## config.mk

```make
export PLATFORM = sky130hd
export DESIGN_NAME = sweep_amp_seq
export DESIGN_NICKNAME = d
export VERILOG_FILES = /design/src/rtl/sweep_pkg.sv /design/src/rtl/sweep_ratio_cmp.sv /design/src/rtl/sweep_result_buf.sv /design/src/rtl/sweep_ctrl.sv /design/src/rtl/sweep_amp_seq.sv
export SDC_FILE = /design/constraint.sdc
export NUM_CORES = 2
export LEC_CHECK = 0
export BUFFER_PORTS_ARGS = -buffer_cell sky130_fd_sc_hd__buf_2
export CORE_UTILIZATION = 40
export CTS_BUF_LIST = sky130_fd_sc_hd__clkbuf_8 sky130_fd_sc_hd__clkbuf_16
export DETAILED_ROUTE_END_ITERATION = 7
export PLACE_DENSITY_LB_ADDON = 0.15
export SETUP_SLACK_MARGIN = 0.5
export SYNTH_ARGS = -nofsm -noshare
export SYNTH_HDL_FRONTEND = slang
export SYNTH_SLANG_ARGS = --single-unit
```

## constraint.sdc

```tcl
create_clock -name clk_i -period 6.2 [get_ports clk_i]
set_input_delay 1.24 -clock clk_i [delete_from_list [all_inputs] [get_ports clk_i]]
set_output_delay 1.24 -clock clk_i [all_outputs]
set_load 0.01 [all_outputs]
```

## src/rtl/sweep_pkg.sv

```systemverilog
package sweep_pkg;
  parameter int CODE_W = 4;
  parameter int BITS_W = 48;
  parameter int ERRS_W = 32;
  parameter int K_W    = 6;

  typedef struct packed {
    logic [CODE_W-1:0] code;
    logic [BITS_W-1:0] bits;
    logic [ERRS_W-1:0] errs;
    logic              tmo;
  } entry_t;

  typedef enum logic [1:0] {
    ST_IDLE   = 2'd0,
    ST_LAUNCH = 2'd1,
    ST_WAIT   = 2'd2
  } state_e;
endpackage

```

## src/rtl/sweep_ratio_cmp.sv

```systemverilog
module sweep_ratio_cmp
  import sweep_pkg::*;
(
  input  logic [BITS_W-1:0] bits_i,
  input  logic [ERRS_W-1:0] errs_i,
  input  logic [K_W-1:0]    k_i,
  output logic              hit_o
);
  logic [BITS_W-1:0] thresh;
  logic [BITS_W-1:0] errs_ext;

  assign thresh   = bits_i >> k_i;
  assign errs_ext = BITS_W'(errs_i);
  assign hit_o    = errs_ext > thresh;
endmodule

```

## src/rtl/sweep_result_buf.sv

```systemverilog
module sweep_result_buf
  import sweep_pkg::*;
#(
  parameter int DEPTH = 16,
  localparam int AW = $clog2(DEPTH),
  localparam int CW = $clog2(DEPTH + 1)
) (
  input  logic          clk_i,
  input  logic          rst_ni,
  input  logic          clr_i,
  input  logic          wr_en_i,
  input  entry_t        wr_entry_i,
  input  logic [AW-1:0] rd_addr_i,
  output entry_t        rd_entry_o,
  output logic [CW-1:0] count_o
);
  entry_t        ent_q [DEPTH];
  logic [CW-1:0] cnt_q;
  logic          wr_ok;

  assign wr_ok = wr_en_i && (cnt_q < CW'(DEPTH));

  always_ff @(posedge clk_i or negedge rst_ni) begin
    if (!rst_ni)      cnt_q <= '0;
    else if (clr_i)   cnt_q <= '0;
    else if (wr_ok)   cnt_q <= cnt_q + 1'b1;
  end

  for (genvar g = 0; g < DEPTH; g++) begin : g_ent
    always_ff @(posedge clk_i or negedge rst_ni) begin
      if (!rst_ni)                          ent_q[g] <= '0;
      else if (wr_ok && cnt_q == CW'(g))    ent_q[g] <= wr_entry_i;
    end
  end

  assign rd_entry_o = ent_q[rd_addr_i];
  assign count_o    = cnt_q;
endmodule

```

## src/rtl/sweep_ctrl.sv

```systemverilog
module sweep_ctrl
  import sweep_pkg::*;
(
  input  logic              clk_i,
  input  logic              rst_ni,
  input  logic              start_i,
  input  logic              abort_i,
  input  logic              done_i,
  input  logic              tmo_i,
  input  logic              hit_i,
  output logic              accept_o,
  output logic              active_o,
  output logic              launch_o,
  output logic              wr_en_o,
  output logic [CODE_W-1:0] code_o
);
  localparam logic [CODE_W-1:0] CODE_MAX = '1;
  localparam logic [CODE_W-1:0] CODE_MIN = CODE_W'(1);

  state_e            state_q;
  logic              walk_q;
  logic [CODE_W-1:0] code_q;
  logic              rec;
  logic              fin;

  assign accept_o = (state_q == ST_IDLE) && start_i && !abort_i;
  // record once past the working point, at the working point, or at the top code
  assign rec      = walk_q || hit_i || (code_q == CODE_MAX);
  assign fin      = (code_q == CODE_MIN) || tmo_i;
  assign wr_en_o  = (state_q == ST_WAIT) && done_i && rec && !abort_i;
  assign launch_o = (state_q == ST_LAUNCH);
  assign active_o = (state_q != ST_IDLE);
  assign code_o   = code_q;

  always_ff @(posedge clk_i or negedge rst_ni) begin
    if (!rst_ni) begin
      state_q <= ST_IDLE;
      walk_q  <= 1'b0;
      code_q  <= '0;
    end else if (abort_i) begin
      state_q <= ST_IDLE;
      walk_q  <= 1'b0;
      code_q  <= '0;
    end else begin
      unique case (state_q)
        ST_IDLE: if (start_i) begin
          state_q <= ST_LAUNCH;
          walk_q  <= 1'b0;
          code_q  <= CODE_MIN;
        end
        ST_LAUNCH: state_q <= ST_WAIT;
        ST_WAIT: if (done_i) begin
          if (rec && fin) begin
            state_q <= ST_IDLE;
            walk_q  <= 1'b0;
            code_q  <= '0;
          end else if (rec) begin
            state_q <= ST_LAUNCH;
            walk_q  <= 1'b1;
            code_q  <= code_q - 1'b1;
          end else begin
            state_q <= ST_LAUNCH;
            code_q  <= code_q + 1'b1;
          end
        end
        default: state_q <= ST_IDLE;
      endcase
    end
  end
endmodule

```

## src/rtl/sweep_amp_seq.sv

```systemverilog
module sweep_amp_seq
  import sweep_pkg::*;
#(
  parameter int DEPTH    = 16,
  parameter int ERR_STOP = 101,
  localparam int AW = $clog2(DEPTH),
  localparam int CW = $clog2(DEPTH + 1)
) (
  input  logic              clk_i,
  input  logic              rst_ni,
  input  logic              start_i,
  input  logic              abort_i,
  input  logic              cfg_path_i,
  input  logic              cfg_shape_i,
  input  logic [K_W-1:0]    cfg_ratio_k_i,
  input  logic [BITS_W-1:0] cfg_bit_limit_i,
  output logic              inj_en_o,
  output logic              inj_path_o,
  output logic              inj_shape_o,
  output logic [CODE_W-1:0] dac_code_o,
  output logic              busy_o,
  output logic              tst_start_o,
  output logic [ERRS_W-1:0] tst_err_limit_o,
  output logic [BITS_W-1:0] tst_bit_limit_o,
  input  logic              tst_done_i,
  input  logic [BITS_W-1:0] tst_bits_i,
  input  logic [ERRS_W-1:0] tst_errs_i,
  input  logic              tst_tmo_i,
  input  logic [AW-1:0]     rd_addr_i,
  output logic [CODE_W-1:0] rd_code_o,
  output logic [BITS_W-1:0] rd_bits_o,
  output logic [ERRS_W-1:0] rd_errs_o,
  output logic              rd_tmo_o,
  output logic [CW-1:0]     count_o
);
  logic              accept, active, launch, wr_en, hit;
  logic [CODE_W-1:0] code;
  logic              path_q, shape_q;
  logic [K_W-1:0]    k_q;
  logic [BITS_W-1:0] blim_q;
  entry_t            wr_entry, rd_entry;

  always_ff @(posedge clk_i or negedge rst_ni) begin
    if (!rst_ni) begin
      path_q  <= 1'b0;
      shape_q <= 1'b0;
      k_q     <= '0;
      blim_q  <= '0;
    end else if (accept) begin
      path_q  <= cfg_path_i;
      shape_q <= cfg_shape_i;
      k_q     <= cfg_ratio_k_i;
      blim_q  <= cfg_bit_limit_i;
    end
  end

  sweep_ratio_cmp u_cmp (
    .bits_i (tst_bits_i),
    .errs_i (tst_errs_i),
    .k_i    (k_q),
    .hit_o  (hit)
  );

  sweep_ctrl u_ctrl (
    .clk_i    (clk_i),
    .rst_ni   (rst_ni),
    .start_i  (start_i),
    .abort_i  (abort_i),
    .done_i   (tst_done_i),
    .tmo_i    (tst_tmo_i),
    .hit_i    (hit),
    .accept_o (accept),
    .active_o (active),
    .launch_o (launch),
    .wr_en_o  (wr_en),
    .code_o   (code)
  );

  assign wr_entry = '{code: code, bits: tst_bits_i, errs: tst_errs_i, tmo: tst_tmo_i};

  sweep_result_buf #(.DEPTH(DEPTH)) u_buf (
    .clk_i      (clk_i),
    .rst_ni     (rst_ni),
    .clr_i      (accept),
    .wr_en_i    (wr_en),
    .wr_entry_i (wr_entry),
    .rd_addr_i  (rd_addr_i),
    .rd_entry_o (rd_entry),
    .count_o    (count_o)
  );

  assign inj_en_o        = active;
  assign busy_o          = active;
  assign inj_path_o      = path_q;
  assign inj_shape_o     = shape_q;
  assign dac_code_o      = code;
  assign tst_start_o     = launch;
  assign tst_err_limit_o = ERRS_W'(ERR_STOP);
  assign tst_bit_limit_o = blim_q;
  assign rd_code_o       = rd_entry.code;
  assign rd_bits_o       = rd_entry.bits;
  assign rd_errs_o       = rd_entry.errs;
  assign rd_tmo_o        = rd_entry.tmo;
endmodule

```

After elaboration in Yosys (flattened, before gate mapping). Index checks and enable logic that the tools add are counted.

Flip-flop bits (word level): 1428. Latch bits: 0. RAM bits: 0. Memory bits (read-only): 0. Input port bits: 146. Output and inout bits: 179. Memories: 0.

Add/subtract/negate cells: 3. Multiply operators: 0. Divide/modulo/power cells: 0. $lt $le $gt $ge: 3. Equality and inequality tests: 22. Shifts and indexed selects: 1. Muxes and demuxes: 22. Bitwise operators: 1. Reduce and logical (&&, ||, !) cells: 35.

Operators with widths (count): 85-bit binary-select mux with 4-bit select (1); 85-bit two-way mux (2); 32-bit by 48-bit greater-than comparator with 1-bit output (1); 48-bit by 6-bit >> shifter with 48-bit output (1); 5-bit by 4-bit equality test with 1-bit output (second input constant) (8); 1-bit logical AND (23); 5-bit by 3-bit equality test with 1-bit output (second input constant) (4); 4-bit two-way mux (5); 5-bit by 2-bit equality test with 1-bit output (second input constant) (2); 5-bit two-way mux (2); 4-bit case mux with 2 select lines (1); 1-bit two-way mux (6); 2-bit two-way mux (3); 3-bit != test (second input constant) (2); 2-bit case mux with 3 select lines (1); 5-bit by 1-bit adder with 5-bit output (second input constant) (1); 5-bit by 1-bit equality test with 1-bit output (second input constant) (1); 5-bit greater-or-equal comparator (second input constant) (1); 5-bit logical NOT (1); 5-bit less-than comparator (second input constant) (1); 4-bit NOT with 5-bit output (1); 4-bit by 1-bit adder with 4-bit output (second input constant) (1); 4-bit by 1-bit equality test with 1-bit output (second input constant) (1); 4-bit equality test (second input constant) (1); other kinds (13) (16).

Longest topological paths before layout.
Depth in word-level cells: 9. Mapped depth: 25. Depth with buffers taken out: 17.

Modules after synthesis. Synthesis repeated with hierarchy kept, for this count alone.

Cell total of the unflattened synthesis: 4390. Area, all modules: 67761.2 µm².

By module, submodules not included: sweep_result_buf (times used 1, cells each 3724, area an instance 61116.1 µm²); sweep_ratio_cmp (times used 1, cells each 462, area an instance 3673.5 µm²); sweep_amp_seq (times used 1, cells each 153, area an instance 2498.6 µm²); sweep_ctrl (times used 1, cells each 51, area an instance 473.0 µm²).

Worst setup path after synthesis. No wires, ideal clock.

Path kind: reg-to-reg. Start: reg k_q[0]. End: reg u_buf.ent_q[1140] in the netlist's numbering. Library setup time: 128 ps. Data arrival time: 5394 ps. Data required time: 6072 ps. Setup slack: 679 ps. Stages on the path, launching flop included: 25. Cell sequence: dfrtp_1 buf_4 buf_4 buf_2 buf_2 buf_1 clkbuf_1 mux2i_1 mux2i_1 mux2i_1 o32ai_1 nor2_1 o32a_1 ha_1 and3_1 nand4_1 a211o_1 a41o_1 and4_1 o31ai_4 buf_4 nand3_2 buf_4 buf_2 mux2_1.

Word-level cells in the longest chain between the ends: 8.

Ends and longest elaborated chain: start, declared (RTL line sweep_amp_seq.sv:39) `logic [K_W-1:0] k_q;`; start signal, assigned (RTL line sweep_amp_seq.sv:52) `k_q <= cfg_ratio_k_i;`; 48-bit by 6-bit >> shifter with 48-bit output (RTL line sweep_ratio_cmp.sv:12) `assign thresh = bits_i >> k_i;`; 32-bit by 48-bit greater-than comparator with 1-bit output (RTL line sweep_ratio_cmp.sv:14) `assign hit_o = errs_ext > thresh;`; 1-bit logical OR (2 in a row) (RTL line sweep_ctrl.sv:28) `assign rec = walk_q || hit_i || (code_q == CODE_MAX);`; 1-bit logical AND (2 in a row) (RTL line sweep_ctrl.sv:30) `assign wr_en_o = (state_q == ST_WAIT) && done_i && rec && !abort_i;`; 1-bit logical AND (RTL line sweep_result_buf.sv:21) `assign wr_ok = wr_en_i && (cnt_q < CW'(DEPTH));`; 1-bit logical AND (RTL line sweep_result_buf.sv:32) `else if (wr_ok && cnt_q == CW'(g)) ent_q[g] <= wr_entry_i;`; end signal, assigned by index (RTL line sweep_result_buf.sv:32); end, declared (RTL line sweep_result_buf.sv:17) `entry_t ent_q [DEPTH];`.

Every way passes these cells. A chain may end at the register's enable or synchronous reset.

Worst setup path after layout.
Start: reg k_q[1]. End: reg u_buf.ent_q[238] in the netlist's numbering.

The elaborated chain is that of the path after synthesis.

==> out/qor.yml <==
final_layout:
  drive_gt1_share_pct: 43.02
  layout.core_utilization_pct: 46.24
  finalNetCount: 4705
  area_growth_syn_to_layout_pct: 14.61
sta:
  min_period_ns: 5.513
  totalNegativeSetupSlack_ns: 0
  post_route_fraction_of_the_period_consumed_by_the_critical_path_pct: 88.92
  max_clock_freq_mhz: 181.4
  finalSetupViolations: 0
  worstMarginPinSlew_ns: 1.061
  fin_worst_skew_ns: 0.03182
  worst_slew_margin_rel_pct: 29.30
  grt_setup_unrepaired: "false"
  drv_slew: 0
  timing_hold_violations_final: 0
die:
  floorplan.die.height_um: 412.9
  std_cell_rows: 150
  design.portCount: 325
  core_region_area_mm2: 0.1674
  dieArea_mm2: 0.1705
  start_util_pct: 40.35
  width_of_the_die_um: 412.9
flow_run:
  max-cap-violations: 0
logic_synthesis:
  synthesis.instances: 4334
  synthesis.area_mm2: 0.06754
  synth_adder_area_share_pct: 0.7410
  synth-simple-area-share_pct: 1.880
  ys_dominant_reg_cell: "dfrtp_1"
  yosysSeqAreaShare_pct: 52.90
  parity_gate_share_of_the_synthesized_area_counting_xor_and_xnor_cells_pct: 0
  muxShareOfSynthArea_pct: 39.49
  synth_area_leader_cell: "dfrtp_1"
  synth-compound-area-share_pct: 1.754
  number_of_enable_flip_flop_cells_after_synthesis: 0
  yosysTopAreaCellShare_pct: 52.90
  synth_async_sr_flop_share_pct: 100.0
  synth_warnings: 0
  synthTopCellsByArea: "dfrtp_1 53%, mux4_2 15%, mux2_2 14%"
  synth_seq_cells: 1428
  dominant_combinational_cell_family_by_area_after_synthesis: "multiplexers"
  netlist-cell-type-count: 64
  post_synth.cell_area_avg_um2: 15.58
global_routing:
  grt.met1_usage_pct: 30.79
  busiest_layer: "met2"
  grt_use_total_pct: 21.82
  maximum_number_of_pins_on_one_net_before_global_route_repair: 168
  global_route_wire_length_before_repair_um: 277600
  globalRouteMet3Util_pct: 4.027
  grt.overflow.total: 0
  first_global_vias: 41230
  grt_antenna_before_repair: 33
  met2_usage_pct: 34.94
clocking:
  clock_tree_from_tritoncts: "done"
  clkSlewWorstSetupHoldPaths_ns: 0.06
  cts_max_level: 4
  clock-sinks: 1428
  cts.path.max_buffers: 3
  clock_latency_on_the_worst_skew_pair_ns: 0.79
  clk_root_buffer_cell: "clkbuf_16"
  cts_hold_repair.buffers: 0
  cts_buffers: 161
worst_setup_path:
  timing.critical_path.arrival_ns: 6.16
  cp.required_ns: 6.85
  worst-path-max-fanout: 31
  critical_path.startpoint_type: "flip-flop"
  worst_setup_path_end_kind: "flip-flop"
  setup.worst_path.class: "reg2reg"
  crit_path_frequent_cell: "buf_12"
  slowest_stage: "dfrtp_2"
  crit_chain: "buf_4 -> mux4_2 -> mux2i_1 -> o22ai_1 -> a22oi_1 -> o22a_1 -> ha_1 -> and3_1 -> nand4_1 -> a211o_1 -> a41o_1 -> and4_1 -> o31ai_4 -> buf_12 -> nand3_4 -> buf_12 -> mux2_1"
  slowest_delay_ns: 0.71
placement:
  routabilityCongestion: 0.8725
  place.detailed.hpwl_um: 112900
  buffer_ports.inserted: 292
route:
  routed_via_density: 5.665
  drc: 0
  post_drt_wl_per_cell_um: 26.61
  detailedRoute.firstPassIterationCount: 5
  drt_iter0_markers: 2377
  drt-total-wl_um: 182400
  drtAntennaViolNets: 0
  route.vias.total: 38830
worst_hold_path:
  holdCritPathClass: "in2async"
power_and_ir_drop:
  max-vdd-ir-drop_uv: 309.8
  p_leak_uw: 0.03859
  cellPowerDensity_mw_per_mm2: 285.6
status:
  run_status: "completed"
sequential cells by signal (all words and copies together) (netlist names):
name             count
inj_shape_o          1
inj_path_o           1
u_ctrl.code_o        4
u_buf.ent_q       1360
u_ctrl.state_q       2
k_q                  6
u_buf.count_o        5
tst_bit_limit_o     48
u_ctrl.walk_q        1
cell families after synthesis:
| kind of cell | after synthesis |
|---|---|
| multiplexers | 1921 |
| flip-flops | 1428 |
| buffers and inverters | 482 |
| AND/OR/NAND/NOR | 275 |
| AO/OA/AOI/OAI | 186 |
| adder cells (fa/ha/maj) | 40 |
| other | 2 |
stage by stage:
stage / setup WS [ns] / instance area, um^2 / hold WS [ns] / instances / power, uW
after floorplan: 0.6788 / 67660 / 0.4587 / 4364 / 11700
after global placement: 0.2660 / 72050 / 0.4676 / 6559 / 12770
after detailed placement: 0.2483 / 72050 / 0.4754 / 6559 / 12790
after CTS: 0.6468 / 77380 / 0.4880 / 6845 / 22390
after global routing: 0.5270 / 77410 / 0.4782 / 6850 / 23050
final: 0.6867 / 77420 / 0.4341 / 6854 / 22110
report_power, final:
group | internal [uW] | leakage, uW | switching, uW
clock | 5610 | 0.00281 | 3880
sequential | 9620 | 0.0198 | 209
combinational | 1140 | 0.0160 | 1650
total | 16400 | 0.0386 | 5740
final cells by class:
type	instances	area, um^2
antenna	8	20.02
timing repair buffer	458	3576
clock buffer	209	4757
inverter	16	60.06
clock inverter	77	579.3
tap	2204	2758
multi-input combinational	2454	29930
fill	14720	90000
sequential	1428	35740
worst max-delay path: cells and delay by family, from the launching register on:
| kind | cells | cell delay [ns] |
|---|---|---|
| AO/OA/AOI/OAI | 6 | 1.50 |
| flip-flops | 1 | 0.71 |
| buffers and inverters | 3 | 0.99 |
| adder cells (fa/ha/maj) | 1 | 0.18 |
| multiplexers | 3 | 1.03 |
| AND/OR/NAND/NOR | 4 | 0.90 |
path summary, 6_finish.rpt:
| kind | start | end | slack, ns | cells after the start |
|---|---|---|---|---|
| setup reg to reg | k_q[1] | u_buf.ent_q[238] | 0.69 | 17 |
| min in group clk_i | u_buf.ent_q[501] | u_buf.ent_q[501] | 0.48 | 1 |
| max in group asynchronous | rst_ni | u_buf.ent_q[856] | 4.11 | 2 |
| hold / removal | rst_ni | u_buf.ent_q[882] | 0.43 | 1 |
| setup / recovery | k_q[1] | u_buf.ent_q[238] | 0.69 | 17 |
| hold reg to reg | u_buf.ent_q[501] | u_buf.ent_q[501] | 0.48 | 1 |
placed cells by master, fill, tap and decap left out, types with 40 or more instances in the layout:
master	netlist	layout
dfrtp_1	1428	1425
mux2_2	820	820
mux2_1	600	600
mux4_2	453	453
buf_2	76	287
clkbuf_16	0	167
nand2_1	132	132
buf_4	39	100
buf_12	0	66
inv_1	14	61
o21ai_0	59	59
nor2_1	53	53
mux2i_1	48	48
a21oi_1	45	45
clkbuf_8	0	42
ha_1	40	40
synthesized netlist by cell type (all sizes together), types with 2 or more instances:
cell and count:
a211o 3, a211oi 16, a21o 5, a21oi 45, a22oi 3, a311oi 4
a31oi 5, a32oi 2, and2 3, and3 8, and4 2, buf 199
clkbuf 267, conb 2, dfrtp 1428, ha 40, inv 16, mux2 1420
mux2i 48, mux4 453, nand2 132, nand2b 3, nand3 31, nand3b 3
nand4 10, nor2 53, nor2b 7, nor3 7, nor3b 5, nor4 3
o211ai 5, o21a 2, o21ai 59, o22a 10, o22ai 7, o31a 2
o31ai 3, o32a 3, o32ai 2, o41ai 2, or2 2
routing by layer:
metal / share of wire, % / wire length [um]
met1: 46 / 83100
met2: 48 / 87700
met3: 4.4 / 8102
met4: 1.9 / 3405
met5: 0.048 / 87
timing repair:
item                                   in CTS  in global routing
gates resized for setup                     0                  0
setup buffers                               0                  1
setup endpoints to repair                   0                369
endpoints found under the hold margin       0                  0
Power figures use the tool's default switching activity.
